**src/rtl/prot_reg_pkg.sv**
```systemverilog
package prot_reg_pkg;

    localparam int HALF_BITS = 64;
    localparam int WORD_BITS = 16;
    localparam int HALF_WORDS = HALF_BITS / WORD_BITS;

    typedef enum logic [2:0] {
        SQ_IDLE,
        SQ_GOT1,
        SQ_GOT2,
        SQ_PROG,
        SQ_LOCK
    } seq_st_e;

    typedef struct packed {
        logic enter;
        logic leave;
        logic prog;
        logic lock;
    } fire_t;

endpackage

```
**src/rtl/prot_cmd_seq.sv**
```systemverilog
module prot_cmd_seq
    import prot_reg_pkg::*;
#(
    parameter int          ADDR_W     = 12,
    parameter int unsigned UNL_ADDR1  = 12'h555,
    parameter int unsigned UNL_ADDR2  = 12'h2AA,
    parameter logic [15:0] UNL_DATA1  = 16'h00AA,
    parameter logic [15:0] UNL_DATA2  = 16'h0055,
    parameter logic [15:0] CODE_ENTER = 16'h0090,
    parameter logic [15:0] CODE_EXIT  = 16'h00F0,
    parameter logic [15:0] CODE_PROG  = 16'h00C0,
    parameter logic [15:0] CODE_LOCK  = 16'h00C4
) (
    input  logic              clk,
    input  logic              rst_n,
    input  logic              wr_en,
    input  logic [ADDR_W-1:0] addr,
    input  logic [15:0]       wdata,
    output fire_t             fire,
    output logic              id_mode
);

    localparam logic [ADDR_W-1:0] A1 = ADDR_W'(UNL_ADDR1);
    localparam logic [ADDR_W-1:0] A2 = ADDR_W'(UNL_ADDR2);

    typedef struct packed {
        seq_st_e st;
        logic    mode;
    } seq_reg_t;

    seq_reg_t r_d, r_q;

    always_comb begin
        r_d  = r_q;
        fire = '0;
        if (wr_en) begin
            unique case (r_q.st)
                SQ_IDLE: begin
                    if (addr == A1 && wdata == UNL_DATA1) r_d.st = SQ_GOT1;
                end
                SQ_GOT1: begin
                    r_d.st = (addr == A2 && wdata == UNL_DATA2) ? SQ_GOT2 : SQ_IDLE;
                end
                SQ_GOT2: begin
                    r_d.st = SQ_IDLE;
                    if (addr == A1) begin
                        if (wdata == CODE_ENTER) begin
                            r_d.mode   = 1'b1;
                            fire.enter = 1'b1;
                        end else if (wdata == CODE_EXIT) begin
                            r_d.mode   = 1'b0;
                            fire.leave = 1'b1;
                        end else if (wdata == CODE_PROG) begin
                            r_d.st = SQ_PROG;
                        end else if (wdata == CODE_LOCK) begin
                            r_d.st = SQ_LOCK;
                        end
                    end
                end
                SQ_PROG: begin
                    fire.prog = 1'b1;
                    r_d.st    = SQ_IDLE;
                end
                SQ_LOCK: begin
                    fire.lock = ~wdata[1];
                    r_d.st    = SQ_IDLE;
                end
                default: r_d.st = SQ_IDLE;
            endcase
        end
    end

    always_ff @(posedge clk) begin
        if (!rst_n) begin
            r_q.st   <= SQ_IDLE;
            r_q.mode <= 1'b0;
        end else begin
            r_q <= r_d;
        end
    end

    assign id_mode = r_q.mode;


    one_fire_chk: assert property (@(posedge clk) disable iff (!rst_n)
        $onehot0({fire.enter, fire.leave, fire.prog, fire.lock}));


    leave_mode_chk: assert property (@(posedge clk) disable iff (!rst_n)
        fire.leave |=> !id_mode);

endmodule

```
**src/rtl/prot_usr_store.sv**
```systemverilog
module prot_usr_store
    import prot_reg_pkg::*;
#(
    parameter int              ADDR_W    = 12,
    parameter int unsigned     USR_BASE  = 12'h085,
    parameter logic [HALF_BITS-1:0] USR_INIT = '1,
    parameter logic            LOCK_INIT = 1'b0
) (
    input  logic                 clk,
    input  logic                 rst_n,
    input  logic                 prog_fire,
    input  logic                 lock_fire,
    input  logic [ADDR_W-1:0]    addr,
    input  logic [15:0]          wdata,
    output logic [HALF_BITS-1:0] usr_bits,
    output logic                 lock_out
);

    typedef struct packed {
        logic [HALF_WORDS-1:0][WORD_BITS-1:0] words;
        logic                                 lock;
    } store_t;

    store_t s_d, s_q;

    always_comb begin
        s_d = s_q;
        for (int k = 0; k < HALF_WORDS; k++) begin
            if (prog_fire && !s_q.lock && addr == ADDR_W'(USR_BASE + k)) begin
                s_d.words[k] = s_q.words[k] & wdata;
            end
        end
        if (lock_fire) s_d.lock = 1'b1;
    end

    always_ff @(posedge clk) begin
        if (!rst_n) begin
            s_q.words <= USR_INIT;
            s_q.lock  <= LOCK_INIT;
        end else begin
            s_q <= s_d;
        end
    end

    assign usr_bits = s_q.words;
    assign lock_out = s_q.lock;


    locked_prog_chk: assert property (@(posedge clk) disable iff (!rst_n)
        (s_q.lock && prog_fire) |=> $stable(usr_bits));


    lock_sticky_chk: assert property (@(posedge clk) disable iff (!rst_n)
        lock_out |=> lock_out);


    only_clear_chk: assert property (@(posedge clk) disable iff (!rst_n)
        prog_fire |=> ((usr_bits & ~$past(usr_bits)) == '0));

endmodule

```
**src/rtl/prot_rd_mux.sv**
```systemverilog
module prot_rd_mux
    import prot_reg_pkg::*;
#(
    parameter int          ADDR_W    = 12,
    parameter int unsigned STAT_ADDR = 12'h080,
    parameter int unsigned FAC_BASE  = 12'h081,
    parameter int unsigned USR_BASE  = 12'h085
) (
    input  logic                 clk,
    input  logic                 rst_n,
    input  logic                 rd_en,
    input  logic [ADDR_W-1:0]    addr,
    input  logic                 id_mode,
    input  logic [HALF_BITS-1:0] fac_bits,
    input  logic [HALF_BITS-1:0] usr_bits,
    input  logic                 lock_in,
    output logic [15:0]          rdata
);

    logic [15:0] rdata_d, rdata_q;

    always_comb begin
        rdata_d = rdata_q;
        if (rd_en) begin
            rdata_d = '0;
            if (id_mode) begin
                if (addr == ADDR_W'(STAT_ADDR)) rdata_d[1] = ~lock_in;
                for (int k = 0; k < HALF_WORDS; k++) begin
                    if (addr == ADDR_W'(FAC_BASE + k))
                        rdata_d = fac_bits[k*WORD_BITS +: WORD_BITS];
                    if (addr == ADDR_W'(USR_BASE + k))
                        rdata_d = usr_bits[k*WORD_BITS +: WORD_BITS];
                end
            end
        end
    end

    always_ff @(posedge clk) begin
        if (!rst_n) rdata_q <= '0;
        else        rdata_q <= rdata_d;
    end

    assign rdata = rdata_q;


    normal_read_zero_chk: assert property (@(posedge clk) disable iff (!rst_n)
        (rd_en && !id_mode) |=> (rdata == '0));


    status_word_chk: assert property (@(posedge clk) disable iff (!rst_n)
        (rd_en && id_mode && addr == ADDR_W'(STAT_ADDR)) |=> (rdata[1] == ~lock_in));

endmodule

```
**src/rtl/prot_reg_top.sv**
```systemverilog
module prot_reg_top
    import prot_reg_pkg::*;
#(
    parameter int              ADDR_W     = 12,
    parameter logic [HALF_BITS-1:0] FACTORY_ID = 64'h0123_4567_89AB_CDEF,
    parameter logic [HALF_BITS-1:0] USR_INIT   = '1,
    parameter logic            LOCK_INIT  = 1'b0,
    parameter int unsigned     STAT_ADDR  = 12'h080,
    parameter int unsigned     FAC_BASE   = 12'h081,
    parameter int unsigned     USR_BASE   = 12'h085,
    parameter int unsigned     UNL_ADDR1  = 12'h555,
    parameter int unsigned     UNL_ADDR2  = 12'h2AA,
    parameter logic [15:0]     UNL_DATA1  = 16'h00AA,
    parameter logic [15:0]     UNL_DATA2  = 16'h0055,
    parameter logic [15:0]     CODE_ENTER = 16'h0090,
    parameter logic [15:0]     CODE_EXIT  = 16'h00F0,
    parameter logic [15:0]     CODE_PROG  = 16'h00C0,
    parameter logic [15:0]     CODE_LOCK  = 16'h00C4
) (
    input  logic              clk,
    input  logic              rst_n,
    input  logic              wr_en,
    input  logic              rd_en,
    input  logic [ADDR_W-1:0] addr,
    input  logic [15:0]       wdata,
    output logic [15:0]       rdata,
    output logic              locked
);

    fire_t                fire;
    logic                 id_mode;
    logic [HALF_BITS-1:0] usr_bits;
    logic                 lock_w;

    prot_cmd_seq #(
        .ADDR_W(ADDR_W), .UNL_ADDR1(UNL_ADDR1), .UNL_ADDR2(UNL_ADDR2),
        .UNL_DATA1(UNL_DATA1), .UNL_DATA2(UNL_DATA2),
        .CODE_ENTER(CODE_ENTER), .CODE_EXIT(CODE_EXIT),
        .CODE_PROG(CODE_PROG), .CODE_LOCK(CODE_LOCK)
    ) seq_i (
        .clk(clk), .rst_n(rst_n), .wr_en(wr_en), .addr(addr),
        .wdata(wdata), .fire(fire), .id_mode(id_mode)
    );

    prot_usr_store #(
        .ADDR_W(ADDR_W), .USR_BASE(USR_BASE),
        .USR_INIT(USR_INIT), .LOCK_INIT(LOCK_INIT)
    ) store_i (
        .clk(clk), .rst_n(rst_n), .prog_fire(fire.prog), .lock_fire(fire.lock),
        .addr(addr), .wdata(wdata), .usr_bits(usr_bits), .lock_out(lock_w)
    );

    prot_rd_mux #(
        .ADDR_W(ADDR_W), .STAT_ADDR(STAT_ADDR),
        .FAC_BASE(FAC_BASE), .USR_BASE(USR_BASE)
    ) rd_i (
        .clk(clk), .rst_n(rst_n), .rd_en(rd_en), .addr(addr), .id_mode(id_mode),
        .fac_bits(FACTORY_ID), .usr_bits(usr_bits), .lock_in(lock_w),
        .rdata(rdata)
    );

    assign locked = lock_w;


    reset_state_chk: assert property (@(posedge clk)
        !rst_n |=> (rdata == '0 && locked == LOCK_INIT));

endmodule

```
**config.mk**
```make
export PLATFORM = sky130hd
export DESIGN_NAME = prot_reg_top
export DESIGN_NICKNAME = d
export VERILOG_FILES = /design/src/rtl/prot_reg_pkg.sv /design/src/rtl/prot_cmd_seq.sv /design/src/rtl/prot_usr_store.sv /design/src/rtl/prot_rd_mux.sv /design/src/rtl/prot_reg_top.sv
export SDC_FILE = /design/constraint.sdc
export NUM_CORES = 1
export LEC_CHECK = 0
export ABC_AREA = 1
export BUFFER_PORTS_ARGS = -buffer_cell sky130_fd_sc_hd__buf_2
export CAP_MARGIN = 20
export CELL_PAD_IN_SITES_DETAIL_PLACEMENT = 1
export CELL_PAD_IN_SITES_GLOBAL_PLACEMENT = 1
export CORE_MARGIN = 2
export CORE_UTILIZATION = 46
export DETAILED_ROUTE_END_ITERATION = 7
export PLACE_DENSITY_LB_ADDON = 0.1
export SYNTH_ARGS = -nofsm -noshare
export SYNTH_HDL_FRONTEND = slang
export SYNTH_HIERARCHICAL = 1
export SYNTH_SLANG_ARGS = --single-unit
```
**constraint.sdc**
```tcl
create_clock -name clk -period 2.9 [get_ports clk]
set_clock_uncertainty 0.15 [all_clocks]
set_input_delay 0.29 -clock clk [delete_from_list [all_inputs] [get_ports clk]]
set_output_delay 0.29 -clock clk [all_outputs]
set_load 0.01 [all_outputs]
```
Yosys cells after proc, flatten, opt, wreduce, memory -nomap -nowiden
Index checks and enable logic that the tools add are counted.
{ "word_totals": {"regBits": 85, "out_inout_bits": 17, "wordCells": 71} }
{ "op_classes": {"n_eq_ne": 22, "muxes": 23, "n_bitwise": 6, "reduce_logical": 12} }
{ "op_table": {"columns": ["cell", "n"], "rows": [
  ["2-to-1 mux 16 bit", 9],
  ["equality test 12 x 8 -> 1 bit (second input constant)", 9],
  ["equality test 16 x 8 -> 1 bit (second input constant)", 5],
  ["AND 16 bit", 4],
  ["equality test 16 x 7 -> 1 bit (second input constant)", 1],
  ["2-to-1 mux 3 bit", 5],
  ["equality test 12 x 10 -> 1 bit (second input constant)", 1],
  ["equality test 12 x 11 -> 1 bit (second input constant)", 1],
  ["case mux 3 bit (3 select lines)", 1],
  ["logical AND 1 bit", 7],
  ["equality test 3 x 2 -> 1 bit (second input constant)", 2],
  ["2-to-1 mux 1 bit", 5],
  ["2-to-1 mux 2 bit", 2],
  ["2-to-1 mux 4 bit", 1],
  ["AND reduction 4 bit", 1],
  ["equality test 3 x 1 -> 1 bit (second input constant)", 1],
  ["equality test 3 bit (second input constant)", 1],
  ["zero test 3 bit", 1],
  ["!= test 2 x 1 -> 1 bit (second input constant)", 1],
  ["inverter 1 bit", 2],
  ["AND reduction 2 bit", 1],
  ["nonzero test 2 bit", 1],
  ["zero test 1 bit", 1]
]} }

Longest topological paths before layout
{ "logic_depth": {"depth_word": 11, "depth_mapped": 13} }

Cells and area by module
Netlist, hierarchy kept.
{ "modules_own_cells": {"columns": ["module", "instances", "cells_per_inst", "area_per_inst_um2", "seq_area_each_um2"], "rows": [
  ["prot_usr_store", 1, 316, 2452.4, 1301.2],
  ["prot_rd_mux", 1, 348, 2069.5, 320.3],
  ["prot_cmd_seq", 1, 131, 681.9, 80.1],
  ["prot_reg_top", 1, 2, 7.5, 0.0]
]} }

Least setup slack after synthesis
No wires, ideal clock.
{ "synth_timing": {"path_kind": "input -> register", "startpoint": "input addr[11]", "endpoint": "register rd_i.rdata_q[2], in the netlist rd_i/rdata[2]", "setup_time_ns": 0.120, "arrival_time_ns": 1.399, "required_ns": 2.630, "slack_ns": 1.232, "cell_stages": 10, "path_buffers": 1, "cell_sequence": "nor2_1 nand2_2 nor2_8 nand2_4 buf_6 or2_0 nand3_1 nand4_1 o21bai_1 a21oi_1"} }
{ "synth_via": {"elab_chain_cells": 10, "elab_cells_between_ends": 17, "classes_between": "eq/ne (8); mux (9)"} }
{ "synth_lines": {"columns": ["item", "line", "source"], "rows": [
  ["from (decl)", "prot_reg_top.sv:24", "input logic [ADDR_W-1:0] addr,"],
  ["equality test 12 x 8 -> 1 bit", "prot_rd_mux.sv:29", "if (addr == ADDR_W'(FAC_BASE + k))"],
  ["2-to-1 mux 16 bit", "prot_rd_mux.sv:29", null],
  ["2-to-1 mux 16 bit", "prot_rd_mux.sv:31", "if (addr == ADDR_W'(USR_BASE + k))"],
  ["2-to-1 mux 16 bit", "prot_rd_mux.sv:29", null],
  ["2-to-1 mux 16 bit", "prot_rd_mux.sv:31", null],
  ["2-to-1 mux 16 bit", "prot_rd_mux.sv:29", null],
  ["2-to-1 mux 16 bit", "prot_rd_mux.sv:31", null],
  ["2-to-1 mux 16 bit", "prot_rd_mux.sv:29", null],
  ["2-to-1 mux 16 bit *", "prot_rd_mux.sv:31", null],
  ["2-to-1 mux 16 bit *", "prot_rd_mux.sv:26", "if (id_mode) begin"],
  ["to (signal assigned)", "prot_rd_mux.sv:40", "else rdata_q <= rdata_d;"],
  ["to (decl)", "prot_rd_mux.sv:20", "logic [15:0] rdata_d, rdata_q;"]
]} }
Every way passes the cells marked *; elsewhere a longest branch is shown, timed or not.
A chain may end at the register's enable or synchronous reset.

==> flow_metrics.py <==
metrics = {
    "status": {
        "status": "complete, no violations",
    },
    "worst_hold_path": {
        "hp-class": "primary input to register",
    },
    "placement": {
        "dp.cells": 1019,
        "portBuffers": 48,
        "gp_congestion": 0.8404,
        "post_dp_cell_area_sq_um": 5595,
        "dp_hpwl_microns": 12470,
    },
    "critical_path": {
        "endpoint": "store_i/usr_bits[48]",
        "reg2reg_depth": 7,
        "worstReg2RegStart": "seq_i/r_q[1]",
        "critical_path_arrival_ns": 2.19,
        "crit_required_ns": 2.97,
        "r2r_end": "store_i/usr_bits[48]",
        "crit_path_end_kind": "register",
        "worstSetupStartpointType": "register",
        "crit_type": "register to register",
        "crit_start": "seq_i/r_q[1]",
        "crit_fanout": 16,
        "r2r_slack_ns": 0.78,
    },
    "finish": {
        "fin_util_pct": 53.94,
        "layout_commonest_cell": "nand2_1",
        "final_cell_mix": "nand2_1, nand3_1, dfxtp_1",
        "area_growth_pct": 13.34,
        "num-nets-final": 922,
        "final_cells": 1035,
        "antenna_cells": 0,
        "n_fill_cell": 1559,
        "stdcell_area_sq_um": 5898,
        "drive_gt1_share_pct": 16.87,
    },
    "route": {
        "ant_nets": 0,
        "vias": 5427,
        "drtPass1Iterations": 5,
        "routedWlPerCell_microns": 16.35,
        "viasPerCell": 5.243,
        "wl_microns": 16920,
        "drt_iter0_markers": 276,
        "route.detailed.drc": 0,
    },
    "cts": {
        "clock_insertion_delay_worst_skew_ns": 0.34,
        "cts_max_path_buffers": 2,
        "clkSinkCount": 85,
        "cts-root-buf": "clkbuf_16",
        "cts_hold_buf": 0,
        "cts_resized": 0,
        "cts_setup_buffers": 0,
        "htreeDepth": 3,
        "tritoncts": "yes",
        "cts_buffers": 9,
        "clk_pin_slew_ns": 0.06,
    },
    "global_route": {
        "grt_pass1_wl_microns": 26390,
        "met3_usage_pct": 5.820,
        "grt_pass1_vias": 5401,
        "gr-total-overflow": 0,
        "antenna_found_initial": 0,
        "grt_max_degree": 45,
        "use_met2_pct": 54.56,
        "grt.busiest_layer": "met2",
        "grtUsageTotal_pct": 28.91,
        "use_met1_pct": 33.02,
    },
    "sta": {
        "hold_violations": 0,
        "period_share_pct": 73.07,
        "slew_violations": 0,
        "fmax_mhz": 471.9,
        "setup_viol": 0,
        "timing.slew.headroom_pct": 59.27,
        "finalSetupTns_ns": 0,
        "tightestPinTransition_ns": 0.6110,
        "min_period_ns": 2.119,
        "grt_setup_unrepaired": "no",
    },
    "floorplanning": {
        "dieArea_sq_um": 12180,
        "core_area_sq_um": 10940,
        "rows": 38,
        "die_h_microns": 110.4,
        "initial_core_util_pct": 47.59,
        "die_w_microns": 110.4,
        "boundaryPins": 49,
    },
    "synth": {
        "synth_area_sq_um": 5204,
        "syn_inst": 795,
        "avgSynthCellArea_sq_um": 6.546,
        "yosys_warnings": 6,
    },
    "power_and_ir_drop": {
        "powerDensity_nw_per_um2": 432.5,
        "cellLeakagePower_nw": 3.145,
        "peakVddDrop_v": 0.0004884,
    },
    "run": {
        "maxCapViolCount": 0,
    },
}
==> report_power, final <==
group / switching (mW) / internal, mW / total, mW / leakage (nW)
combinational: 0.151 / 0.0497 / 0.200 / 2.31
sequential: 0.00526 / 1.17 / 1.18 / 0.687
clock: 0.483 / 0.693 / 1.18 / 0.146
total: 0.639 / 1.91 / 2.55 / 3.14
==> flip-flops by register name, indices dropped and copies added (netlist names) <==
signal            count
store_i/lock_out      1
seq_i/r_q             3
store_i/usr_bits     64
rd_i/rdata           16
seq_i/id_mode         1
==> how the worst min path moves through the flow <==
stage / start / endpoint / slack, ns / cells past startpoint
2_1_floorplan: store_i/usr_bits[52] / store_i/usr_bits[52] / 0.26 / 2
3_3_place_gp: store_i/usr_bits[51] / store_i/usr_bits[51] / 0.28 / 2
3_5_place_dp: store_i/usr_bits[61] / store_i/usr_bits[61] / 0.28 / 2
4_1_cts: wr_en / seq_i/r_q[3] / 0.15 / 4
5_1_grt: wr_en / seq_i/r_q[3] / 0.17 / 4
6_report: wr_en / seq_i/r_q[3] / 0.16 / 4
==> layer usage <==
| metal | up-vias | wire length [microns] |
|---|---|---|
| met4 | 0 | 271 |
| met2 | 112 | 8788 |
| li1 | 2641 | - |
| met3 | 19 | 789 |
| met5 | - | 0 |
| met1 | 2655 | 7068 |
==> critical path: stages (launching register included) <==
cell,delay (ns)
dfxtp_1,0.43
nand3_1,0.10
nor2_1,0.26
nand3_2,0.18
nor2_4,0.51
nand3_1,0.21
nand2_1,0.10
nand2_1,0.05
==> cell type report <==
| class | instances | area, sq um | area share [%] |
|---|---|---|---|
| Clock buffer | 11 | 242.7 | 4.115 |
| Clock inverter | 5 | 60.06 | 1.018 |
| Inverter | 82 | 310.3 | 5.261 |
| Multi-Input combinational cell | 656 | 3108 | 52.69 |
| Sequential cell | 85 | 1702 | 28.85 |
| Tap cell | 140 | 175.2 | 2.970 |
| Timing Repair Buffer | 56 | 300.3 | 5.091 |
==> through the flow <==
step / power, mW / hold WS [ns] / setup WS, ns
after floorplan: 1.321 / 0.2613 / 1.232
after global placement: 1.388 / 0.2757 / 0.6415
after global routing: 2.636 / 0.1710 / 0.6358
final: 2.551 / 0.1574 / 0.7811
after detailed placement: 1.395 / 0.2827 / 0.5336
after CTS: 2.564 / 0.1541 / 0.8117
Note: power is estimated with default switching activity, not from simulation.
